`config.mk`:
```
export PLATFORM = sky130hd
export DESIGN_NAME = gray_step_counter
export DESIGN_NICKNAME = d
export VERILOG_FILES = /design/src/rtl/gray_step_pkg.sv /design/src/rtl/gray_next_logic.sv /design/src/rtl/gray_state_reg.sv /design/src/rtl/gray_wrap_flag.sv /design/src/rtl/gray_step_counter.sv
export SDC_FILE = /design/constraint.sdc
export NUM_CORES = 1
export LEC_CHECK = 0
export BUFFER_PORTS_ARGS = -buffer_cell sky130_fd_sc_hd__buf_2
export CORE_AREA = 2 2 39 41
export DETAILED_ROUTE_END_ITERATION = 10
export DIE_AREA = 0 0 41 43
export PLACE_DENSITY = 0.41
export SYNTH_ARGS = -nofsm -noshare
export SYNTH_HDL_FRONTEND = slang
export SYNTH_SLANG_ARGS = --single-unit
```
`constraint.sdc`:
```
create_clock -name clk -period 2.9 [get_ports clk]
set_input_delay 0.58 -clock clk [delete_from_list [all_inputs] [get_ports clk]]
set_output_delay 0.58 -clock clk [all_outputs]
set_load 0.01 [all_outputs]
```
`src/rtl/gray_step_pkg.sv`:
```
package gray_step_pkg;
  localparam int unsigned GW = 3;
  localparam int unsigned RING = 1 << GW;
  typedef logic [GW-1:0] code_t;

  function automatic code_t to_bin(input code_t g);
    code_t b;
    b[GW-1] = g[GW-1];
    for (int i = GW - 2; i >= 0; i--) begin
      b[i] = b[i+1] ^ g[i];
    end
    return b;
  endfunction

  function automatic code_t to_gray(input code_t b);
    return b ^ (b >> 1);
  endfunction

  function automatic code_t gray_step(input code_t g, input logic fwd);
    code_t b;
    b = to_bin(g);
    b = fwd ? b + code_t'(1) : b - code_t'(1);
    return to_gray(b);
  endfunction

  function automatic code_t last_code(input logic fwd);
    return fwd ? to_gray({GW{1'b1}}) : '0;
  endfunction
endpackage

```
`src/rtl/gray_next_logic.sv`:
```
module gray_next_logic
  import gray_step_pkg::*;
(
  input  code_t cur,
  input  logic  fwd,
  output code_t nxt,
  output logic  at_last
);
  assign nxt     = gray_step(cur, fwd);
  assign at_last = (cur == last_code(fwd));
endmodule

```
`src/rtl/gray_state_reg.sv`:
```
module gray_state_reg
  import gray_step_pkg::*;
(
  input  logic  clk,
  input  logic  rst,
  input  logic  en,
  input  code_t nxt,
  output code_t q
);
  always_ff @(posedge clk) begin
    if (rst)     q <= '0;
    else if (en) q <= nxt;
  end

  AST_RESET_CLEARS: assert property (@(posedge clk) rst |=> (q == '0));
  AST_HOLD_WHEN_IDLE: assert property (@(posedge clk) disable iff (rst) !en |=> $stable(q));
  AST_ONE_BIT_STEP: assert property (@(posedge clk) disable iff (rst) en |=> ($countones(q ^ $past(q)) == 1));
endmodule

```
`src/rtl/gray_wrap_flag.sv`:
```
module gray_wrap_flag (
  input  logic clk,
  input  logic rst,
  input  logic en,
  input  logic at_last,
  output logic flag
);
  logic wrap_evt;
  assign wrap_evt = en & at_last;

  always_ff @(posedge clk) begin
    if (rst) flag <= 1'b0;
    else     flag <= wrap_evt;
  end

  AST_FLAG_RESET_LOW: assert property (@(posedge clk) rst |=> !flag);
endmodule

```
`src/rtl/gray_step_counter.sv`:
```
module gray_step_counter
  import gray_step_pkg::*;
(
  input  logic          clk,
  input  logic          rst,
  input  logic          en,
  input  logic          up,
  output logic [GW-1:0] state,
  output logic          wrap_flag
);
  code_t cur_q;
  code_t nxt_c;
  logic  at_last_c;

  gray_next_logic u_next (
    .cur     (cur_q),
    .fwd     (up),
    .nxt     (nxt_c),
    .at_last (at_last_c)
  );

  gray_state_reg u_reg (
    .clk (clk),
    .rst (rst),
    .en  (en),
    .nxt (nxt_c),
    .q   (cur_q)
  );

  gray_wrap_flag u_flag (
    .clk     (clk),
    .rst     (rst),
    .en      (en),
    .at_last (at_last_c),
    .flag    (wrap_flag)
  );

  assign state = cur_q;

  AST_FLAG_AFTER_WRAP: assert property (@(posedge clk) disable iff (rst)
    wrap_flag |-> ($past(up) ? (state == 3'b000) : (state == 3'b100)));
  AST_TURN_BACK: assert property (@(posedge clk) disable iff (rst)
    (en && $past(en) && !$past(rst) && (up != $past(up))) |=> (state == $past(state, 2)));
endmodule

```
==> key figures, run 1 <==
Run status
  – Status: complete, no violations

Setup path
  – Worst r2r dst: u_reg.q[0]
  – Worst reg-to-reg path cell count: 3
  – Startpoint class of the critical path: flop
  – R2R setup slack: about 1.7 ns
  – Critical Path RT: 2.32 ns
  – CP max FO: 5
  – Setup Crit Path Kind: reg -> out
  – Worst Setup End Kind: primary output
  – Crit path DAT: roughly 0.78 ns
  – Crit-path slowest cell: dfxtp_1
  – CP bufs+invs: 1
  – FF-to-FF Start: u_reg.q[1]
  – Slowest stage delay, CP: 0.39 ns
  – Largest delay contributor family on the critical path: flip-flops
  – Crit path cell chain: buf_2

Global routing
  – First-pass GRT wire length: between 500 and 600 microns
  – Total grt overflow: 0
  – Vias in the first global route: 153
  – Largest net degree at the start of global routing: 7
  – Total GRT Usage: 0.05806
  – Initial antenna violation count: 0

Finish
  – Fin cells: 45
  – Share of layout cells above drive strength 1: 0.3448
  – Fin util: 0.1826
  – Design Area, Final: 252.7 sq um
  – Nets: 35
  – ANT cells: 0
  – Fill count: 162
  – Area growth, synth to finish: 44.29%

Clock tree
  – TritonCTS buffer count: 3
  – Clk_lat worst skew: 0.24 ns
  – Sink Count: 4
  – CTS tree: done
  – Clock tree buffer depth: 2
  – Setup bufs post-CTS: 0
  – Resized Gates After CTS: 0
  – Worst-path clk slew: 0.04 ns
  – H-tree levels: 1
  – Root Driver: clkbuf_4
  – Hold_buf cts: 0

Yosys
  – YS warnings: 0
  – Seq/Total Area, Yosys: 0.4571
  – Avg Synthesized Cell Area: 9.219 sq um
  – Synth Instances: 19
  – Mapped Nets: 23
  – FF+latch count, synth: 4
  – Post-synthesis cell area: 175.2 sq um
  – Synth cell types: 14

STA
  – Slew Viols, Final: 0
  – Final setup violation count: 0
  – RSZ-0062 raised after global routing: false
  – Final worst-path cycle share: 0.4705
  – Final hold viol count: 0
  – Tmin final: 1.365 ns
  – Slew @ Worst Pin: 0.2049 ns
  – Setup TNS: 0 ns
  – Clock Skew: 0.001961 ns
  – Highest Clock Rate: 732.9 MHz
  – Slew HR: 0.8612
  – PnR worst setup slack: 1.535 ns

Floorplanning
  – Die area: roughly 1800 sq um
  – Die H: roughly 43 microns
  – Core ar.: roughly 1400 sq um
  – Top Ports: 8
  – Std cell rows: 14
  – Die width: 41 microns
  – Initial core utilization: 0.1266

Detailed routing
  – Initial DRT Pass Iterations: 2
  – DR WL/cell: 8.511 microns
  – DRT antenna net count: 0
  – Via count: 174
  – Post-Route WL: about 380 microns
  – Vias per inst: ~3.9
  – Post-route DRC: 0
  – DR iter-0 viols: 1

Placement
  – Gpl congestion: around 0.56
  – Detailed Place HPWL: 285.8 microns
  – Pre-CTS WS: 1.393 ns
  – Placed cell area: 230.2 sq um
  – Cells after DPL: 42
  – I/O Buffers: 7

Power and ir drop
  – VDD IR max: 58.65 uV
  – Lkg Pwr: 0.1082 nW
  – Power density cells: 619.3 nW/um^2

Worst hold path
  – Hold Path Class: reg -> reg
  – Hold path endpoint: u_flag.flag
  – Worst Hold Depth: 1
  – Hold Startpoint: u_reg.q[1]

Run
  – Max Cap Viol: 0
## routing by layer
metal  wire length [microns]  GRT usage  vias up  part of all wire
met2                     171    0.05938        7              0.45
met1                     169    0.04777       76              0.44
li1                        -          -       88                 -
met4                      23     0.1200        0             0.060
met3                      19    0.03141        3             0.050
met5                       0          0        -                 0
## through the flow
stage                     hold WS, ns  total power [mW]
after detailed placement       0.5043           0.08720
after CTS                      0.5145            0.1600
after floorplan                0.5156           0.07687
after global routing           0.5284            0.1676
final                          0.5061            0.1565
after global placement         0.5097           0.08769
## how the worst max path moves through the flow
stage,from,end,depth (start not counted)
5_1_grt,u_reg.q[2],state[2],1
2_1_floorplan,up,u_reg.q[0],3
4_1_cts,u_reg.q[2],state[2],1
6_report,u_reg.q[2],state[2],1
3_3_place_gp,up,u_reg.q[0],4
3_5_place_dp,up,u_reg.q[0],4
## state kept, by name (all words and copies together) (netlist names)
name,cells
u_flag.flag,1
u_reg.q,3
## logic make-up after synthesis
family / share of synthesized area
flip-flops: 0.4572
AO/OA/AOI/OAI: 0.1072
buffers and inverters: 0.02141
XOR/XNOR: 0.1000
AND/OR/NAND/NOR: 0.3143
## Yosys cell counts
cell | instances | area [sq um]
dfxtp_1 | 4 | 80.08
a21oi_1 | 2 | 10.01
nand2_1 | 2 | 7.510
inv_1 | 1 | 3.750
nand2b_1 | 1 | 6.260
nand4b_1 | 1 | 8.760
nor2_1 | 1 | 3.750
nor3_1 | 1 | 5.000
nor4_1 | 1 | 6.260
o311ai_1 | 1 | 8.760
or2b_1 | 1 | 7.510
or4b_1 | 1 | 10.01
xnor2_1 | 1 | 8.760
xor2_1 | 1 | 8.760
## power breakdown
group / internal, mW / switching (mW) / total [mW] / leakage (nW)
combinational: 0.0107 / 0.0114 / 0.0221 / 0.0616
clock: 0.0464 / 0.0243 / 0.0707 / 0.0138
sequential: 0.0597 / 0.00410 / 0.0638 / 0.0328
## cells in the final DEF (no fill, tap or decap)
master	Yosys	final
a21oi_1	2	2
buf_2	0	7
clkbuf_4	0	3
dfxtp_1	4	4
inv_1	1	1
nand2_1	2	2
nand2b_1	1	1
nand4b_1	1	1
nor2_1	1	1
nor3_1	1	1
nor4_1	1	1
o311ai_1	1	1
or2b_1	1	1
or4b_1	1	1
xnor2_1	1	1
xor2_1	1	1
## layout make-up
type | instances | area (sq um) | share of cell area
Clock buffer | 3 | 22.52 | 0.08911
Inverter | 1 | 3.754 | 0.01485
Timing Repair Buffer | 7 | 35.03 | 0.1386
Tap cell | 16 | 20.02 | 0.07921
Sequential cell | 4 | 80.08 | 0.3168
Multi-Input combinational cell | 14 | 91.34 | 0.3614
Note: power is estimated with default switching activity, not from simulation.
==> run 2, diff against run 1 <==
==> constraint.sdc (replaced) <==
create_clock -name clk -period 1.3 [get_ports clk]
set_input_delay 0.26 -clock clk [delete_from_list [all_inputs] [get_ports clk]]
set_output_delay 0.26 -clock clk [all_outputs]
set_load 0.01 [all_outputs]
==> run 2 against run 1 <==
Against the previous run:
- total power up 120%
- sequential cell count unchanged
- largest cell class unchanged
- clock-buffer cell count unchanged
- clock power up 110%
- via count down 2.9%
- critical path type is now reg -> reg
==> key figures, run 2 (synthesis gave the netlist of run 1 again) <==
Run
  – Max Cap Viol: 0 (unchanged)

Clock tree
  – Worst-path clk slew: 0.04 ns (about the same)
  – Clock tree buffer depth: 2 (unchanged)
  – Sink Count: 4 (unchanged)
  – Hold_buf cts: 0 (unchanged)
  – CTS tree: done
  – H-tree levels: 1 (unchanged)
  – Setup bufs post-CTS: 0 (unchanged)
  – Resized Gates After CTS: 0 (unchanged)
  – Root Driver: clkbuf_4
  – Clk_lat worst skew: 0.23 ns (about the same)
  – TritonCTS buffer count: 3 (unchanged)

Finish
  – Fin cells: 45 (unchanged)
  – Area growth, synth to finish: 44.29% (unchanged)
  – Commonest non-fill, non-tap cell in the layout: buf_2
  – Nets: 35 (unchanged)
  – Register Area: 80.08 sq um (unchanged)
  – Fin util: 0.1826 (unchanged)
  – Share of layout cells above drive strength 1: 0.3448 (unchanged)
  – Biggest regs: u_reg.q (3), u_flag.flag (1)
  – Most frequent cells in the layout: buf_2 (7), dfxtp_1 (4), clkbuf_4 (3)
  – Multi-input logic area: 91.34 sq um (unchanged)
  – ANT cells: 0 (unchanged)
  – Max reg flops: 3 (unchanged)
  – Most flops, register: u_reg.q
  – Fill count: 162 (unchanged)

STA
  – Final hold viol count: 0 (unchanged)
  – Slew HR: 0.8603 (-0.0009850)
  – Final worst-path cycle share: 0.8810
  – Tmin final: between 1 and 1.5 ns
  – Setup TNS: 0 ns (unchanged)
  – RSZ-0062 raised after global routing: false
  – PnR worst setup slack: 0.1547 ns (-1.381 ns)
  – Clock Skew: 0.001823 ns (-0.0001381 ns)
  – Final setup violation count: 0 (unchanged)
  – Slew Viols, Final: 0 (unchanged)
  – Slew @ Worst Pin: 0.2064 ns (+0.001454 ns)
  – Highest Clock Rate: 873.1 MHz

Floorplanning
  – Initial core utilization: 0.1266 (unchanged)
  – Core ar.: 1384 sq um (unchanged)
  – Std cell rows: 14 (unchanged)
  – Top Ports: 8 (unchanged)
  – Die area: 1763 sq um (unchanged)
  – Die width: 41 microns (unchanged)
  – Die H: 43 microns (unchanged)

Detailed routing
  – DR WL met3: 17 microns (-11%)
  – Initial DRT Pass Iterations: 1 (-1)
  – DRT antenna net count: 0 (unchanged)
  – Vias per inst: 3.756 (-2.9%)
  – Via count: 169 (-2.9%)
  – Top Layer Used: met3
  – DR WL/cell: 7.844 microns (-7.8%)
  – Post-Route WL: 353 microns (-7.8%)
  – Post-route DRC: 0 (unchanged)
  – Met1 Wirelength: 154 microns (-8.9%)
  – Met2 Routed Length: 181 microns (+5.8%)
  – DR iter-0 viols: 0 (-1)

Power and ir drop
  – VDD IR max: 195.4 uV (+230%)
  – Total Power: 341.5 uW (+120%)
  – Power density cells: 1351 nW/um^2 (+120%)
  – Lkg Pwr: 0.1082 nW (unchanged)

Placement
  – Gpl congestion: 0.5708 (+1.5%)
  – Pre-CTS WS: 0.1108 ns (-1.282 ns)
  – I/O Buffers: 7 (unchanged)
  – Cells after DPL: 42 (unchanged)
  – Detailed Place HPWL: 284.3 microns (-0.52%)

Setup path
  – Startpoint class of the critical path: flop
  – Setup Crit Path Kind: reg -> reg
  – Critical Path RT: 1.44 ns (-0.88 ns)
  – CP max FO: 4 (-1)
  – Crit path DAT: 1.28 ns (+0.50 ns)
  – Worst Setup End Kind: flop

Global routing
  – Largest net degree at the start of global routing: 7 (unchanged)
  – Total GRT Usage: 0.04805 (-0.01001)
  – Initial antenna violation count: 0 (unchanged)
  – Vias in the first global route: 141 (-7.8%)
  – Total grt overflow: 0 (unchanged)
  – First-pass GRT wire length: 503 microns (-9.9%)

Worst hold path
  – Hold Path Class: in -> reg

Run status
  – Status: complete, no violations
run 2: cell counts in the layout (fill, tap and decap cells not counted):
Identical to the previous run, type by type.
run 2: metrics by stage:
step,hold WS [ns],area (sq um)
after floorplan,0.3291,175.2
after global placement,0.5017,230.2
after detailed placement,0.4910,230.2
after CTS,0.2594,252.7
after global routing,0.2719,252.7
final,0.2628,252.7
run 2: layout make-up:
class	count	share of cell area
multi-input combinational	14	0.3614
sequential	4	0.3168
timing repair buffer	7	0.1386
clock buffer	3	0.08911
tap	16	0.07921
inverter	1	0.01485
run 2: worst paths after layout:
kind / depth (start not counted) / from / to / slack (ns)
min: 2 / rst / u_reg.q[2] / 0.26
max: 3 / u_reg.q[1] / u_reg.q[0] / 0.15
min reg2reg: 1 / u_reg.q[1] / u_flag.flag / 0.49
max reg2reg: 3 / u_reg.q[1] / u_reg.q[0] / 0.15
run 2: per-layer routing:
metal  global-route usage  vias to the layer above
met5                    0                        -
met4              0.08000                        0
met3              0.01571                        0
met2              0.05938                        4
met1              0.04459                       74
li1                     -                       91
run 2: where the power goes:
group,internal (mW),total [mW],switching (mW)
clock,0.103,0.150,0.0467
sequential,0.133,0.143,0.00947
combinational,0.0239,0.0491,0.0253
run 2: worst max-delay path: stages (launching register included):
cell and delay [ns]:
dfxtp_1 0.37, xnor2_1 0.12, or4b_1 0.48, o311ai_1 0.09
==> run 3, diff against run 2 <==
--- a/config.mk
+++ b/config.mk
@@ -5,11 +5,11 @@
 export SDC_FILE = /design/constraint.sdc
 export NUM_CORES = 1
 export LEC_CHECK = 0
-export BUFFER_PORTS_ARGS = -buffer_cell sky130_fd_sc_hd__buf_2
 export CORE_AREA = 2 2 39 41
 export DETAILED_ROUTE_END_ITERATION = 10
 export DIE_AREA = 0 0 41 43
-export PLACE_DENSITY = 0.41
+export DONT_BUFFER_PORTS = 1
+export PLACE_DENSITY = 0.36
 export SYNTH_ARGS = -nofsm -noshare
 export SYNTH_HDL_FRONTEND = slang
 export SYNTH_SLANG_ARGS = --single-unit
==> constraint.sdc (replaced) <==
create_clock -name clk -period 1.1 [get_ports clk]
set_input_delay 0.22 -clock clk [delete_from_list [all_inputs] [get_ports clk]]
set_output_delay 0.22 -clock clk [all_outputs]
set_load 0.01 [all_outputs]
==> run 3 against run 2 <==
Against the previous run:
- the run now ends with setup timing left
- critical path type unchanged
- setup slack got worse by 0.21 ns
- core utilization rose by 1.1 points
- design area up 5.9%
- wire length grew 28%
- die area did not move
- clock skew increased by 0.0017 ns
==> key figures, run 3 (synthesis gave the netlist of run 1 again) <==
Run status
  – Status: finished, violations left
  – Violated checks: setup timing

Power and ir drop
  – Clock share of power: 0.434 (-0.004)
  – Logic pwr share: 0.170 (+0.026)
  – Power share of the sequential group: 0.396 (-0.022)
  – Internal power: 318.6 uW (+23%)
  – Total Power: 418.0 uW (+22%)
  – P_sw: 99.35 uW (+22%)
  – Lkg Pwr: 0.1047 nW (-3.2%)
  – VDD IR max: 275.2 uV (+41%)
  – Switching portion of total power: 0.2377 (-0.0008308)
  – Power density cells: 1561 nW/um^2 (+16%)

Setup path
  – Worst reg-to-reg path cell count: 3 (unchanged)
  – CP max FO: 2 (-2)
  – Crit. Startpoint: u_reg.q[1]
  – Worst Setup End Kind: flop
  – Crit path DAT: 1.29 ns (about the same)
  – Startpoint class of the critical path: flop
  – Critical Path RT: 1.24 ns (-0.20 ns)
  – Setup Crit Path Kind: reg -> reg
  – FF-to-FF Start: u_reg.q[1]

Placement
  – Placed cell area: 219.0 sq um (-4.9%)
  – Gpl congestion: 0.6656 (+17%)
  – Pre-CTS WS: -0.04018 ns (-0.1510 ns)
  – I/O Buffers: 0 (-7)
  – Detailed Place HPWL: 356.4 microns (+25%)
  – Cells after DPL: 38 (-9.5%)

Clock tree
  – Sink Count: 4 (unchanged)
  – TritonCTS buffer count: 3 (unchanged)
  – CTS tree: done
  – H-tree levels: 1 (unchanged)
  – Clk_lat worst skew: 0.23 ns (about the same)
  – Clock tree buffer depth: 2 (unchanged)
  – Root Driver: clkbuf_4
  – Worst-path clk slew: 0.04 ns (about the same)

STA
  – Tmin final: 1.153 ns (+0.008087 ns)
  – Slew Viols, Final: 0 (unchanged)
  – Hold_ws: 0.05070 ns (-0.2121 ns)
  – Highest Clock Rate: 867.0 MHz (-0.70%)
  – Final hold viol count: 0 (unchanged)
  – Final setup violation count: 1 (+1)
  – PnR worst setup slack: -0.05341 ns (-0.2081 ns)
  – Clock Skew: 0.003527 ns (+0.001703 ns)
  – RSZ-0062 raised after global routing: true
  – Slew HR: 0.8294 (-0.03088)
  – Final worst-path cycle share: 1.049 (+0.1675)
  – Slew @ Worst Pin: 0.2536 ns (+0.04725 ns)
  – Setup TNS: -0.05341 ns (-0.05341 ns)

Detailed routing
  – Via count: 171 (+1.2%)
  – DRT antenna net count: 0 (unchanged)
  – Vias per inst: 4.071 (+8.4%)
  – DR iter-0 viols: 0 (unchanged)
  – DR WL/cell: 10.74 microns (+37%)
  – Initial DRT Pass Iterations: 1 (unchanged)
  – Post-route DRC: 0 (unchanged)
  – Post-Route WL: 451 microns (+28%)

Worst hold path
  – Worst Hold Depth: 1 (-1)
  – Hold Startpoint: rst
  – Hold Path Class: in -> reg

Finish
  – Nets: 32 (-8.6%)
  – Area growth, synth to finish: 52.86%
  – Register Area: 81.33 sq um (+1.6%)
  – Fin util: 0.1935 (+0.01085)
  – Biggest regs: u_reg.q (3), u_flag.flag (1)
  – Multi-input logic area: 110.1 sq um (+21%)
  – Commonest non-fill, non-tap cell in the layout: buf_4
  – Max reg flops: 3 (unchanged)
  – Most flops, register: u_reg.q
  – Fill count: 163 (+0.62%)
  – ANT cells: 0 (unchanged)
  – Design Area, Final: 267.8 sq um (+5.9%)
  – Share of layout cells above drive strength 1: 0.4231 (+0.07825)
  – Fin cells: 42 (-6.7%)
  – Most frequent cells in the layout: buf_4 (4), clkbuf_4 (3), dfxtp_1 (3)

Floorplanning
  – Core ar.: 1384 sq um (unchanged)
  – Initial core utilization: 0.1266 (unchanged)
  – Die width: 41 microns (unchanged)
  – Std cell rows: 14 (unchanged)
  – Top Ports: 8 (unchanged)
  – Die H: 43 microns (unchanged)
  – Die area: 1763 sq um (unchanged)

Global routing
  – Total GRT Usage: 0.07823 (+0.03019)
  – First-pass GRT wire length: 745 microns (+48%)
  – Largest net degree at the start of global routing: 7 (unchanged)
  – Initial antenna violation count: 0 (unchanged)
  – Vias in the first global route: 170 (+21%)
  – Total grt overflow: 0 (unchanged)

Run
  – Max Cap Viol: 0 (unchanged)
==> run 3: cell types whose count changed in the layout (fill, tap and decap cells not counted), sizes merged <==
cell  delta
buf      -3
==> run 3: repair_timing <==
item                                    CTS  global route
hold buffers                              0             0
gates resized for setup                   1             2
setup buffers                             0             1
endpoints found under the setup margin    1             1
pin swaps                                 1             2
==> run 3: power by group through the flow <==
stage	Clock [mW]	Combinational, mW	Sequential (mW)
floorplan	0	0.0280	0.175
global route	0.196	0.0787	0.167
detailed placement	0	0.0589	0.167
finish	0.181	0.0711	0.165
CTS	0.193	0.0615	0.165
global placement	0	0.0568	0.166
==> run 3: routing by layer <==
metal | share of wire | track usage
met1 | 0.28 | 0.04808
met2 | 0.63 | 0.1125
met3 | 0.022 | 0.04712
met4 | 0.060 | 0.1200
met5 | 0 | 0
==> run 3: worst paths after layout <==
path	to	slack, ns
setup / recovery	u_reg.q[0]	-0.05
hold / removal	u_reg.q[2]	0.05
setup reg to reg	u_reg.q[0]	-0.05
hold reg to reg	u_flag.flag	0.57
==> run 3: area by class of cell <==
cell class	instances	share of cell area
Multi-Input combinational cell	14	0.4112
Timing Repair Buffer	4	0.1121
Clock buffer	3	0.08411
Inverter	1	0.01402
Sequential cell	4	0.3037
Tap cell	16	0.07477
==> run 3: worst max-delay path, stage by stage (launching register included) <==
cell      delay (ns)
dfxtp_2         0.33
xnor2_2         0.13
or4b_4          0.52
o311ai_2        0.08
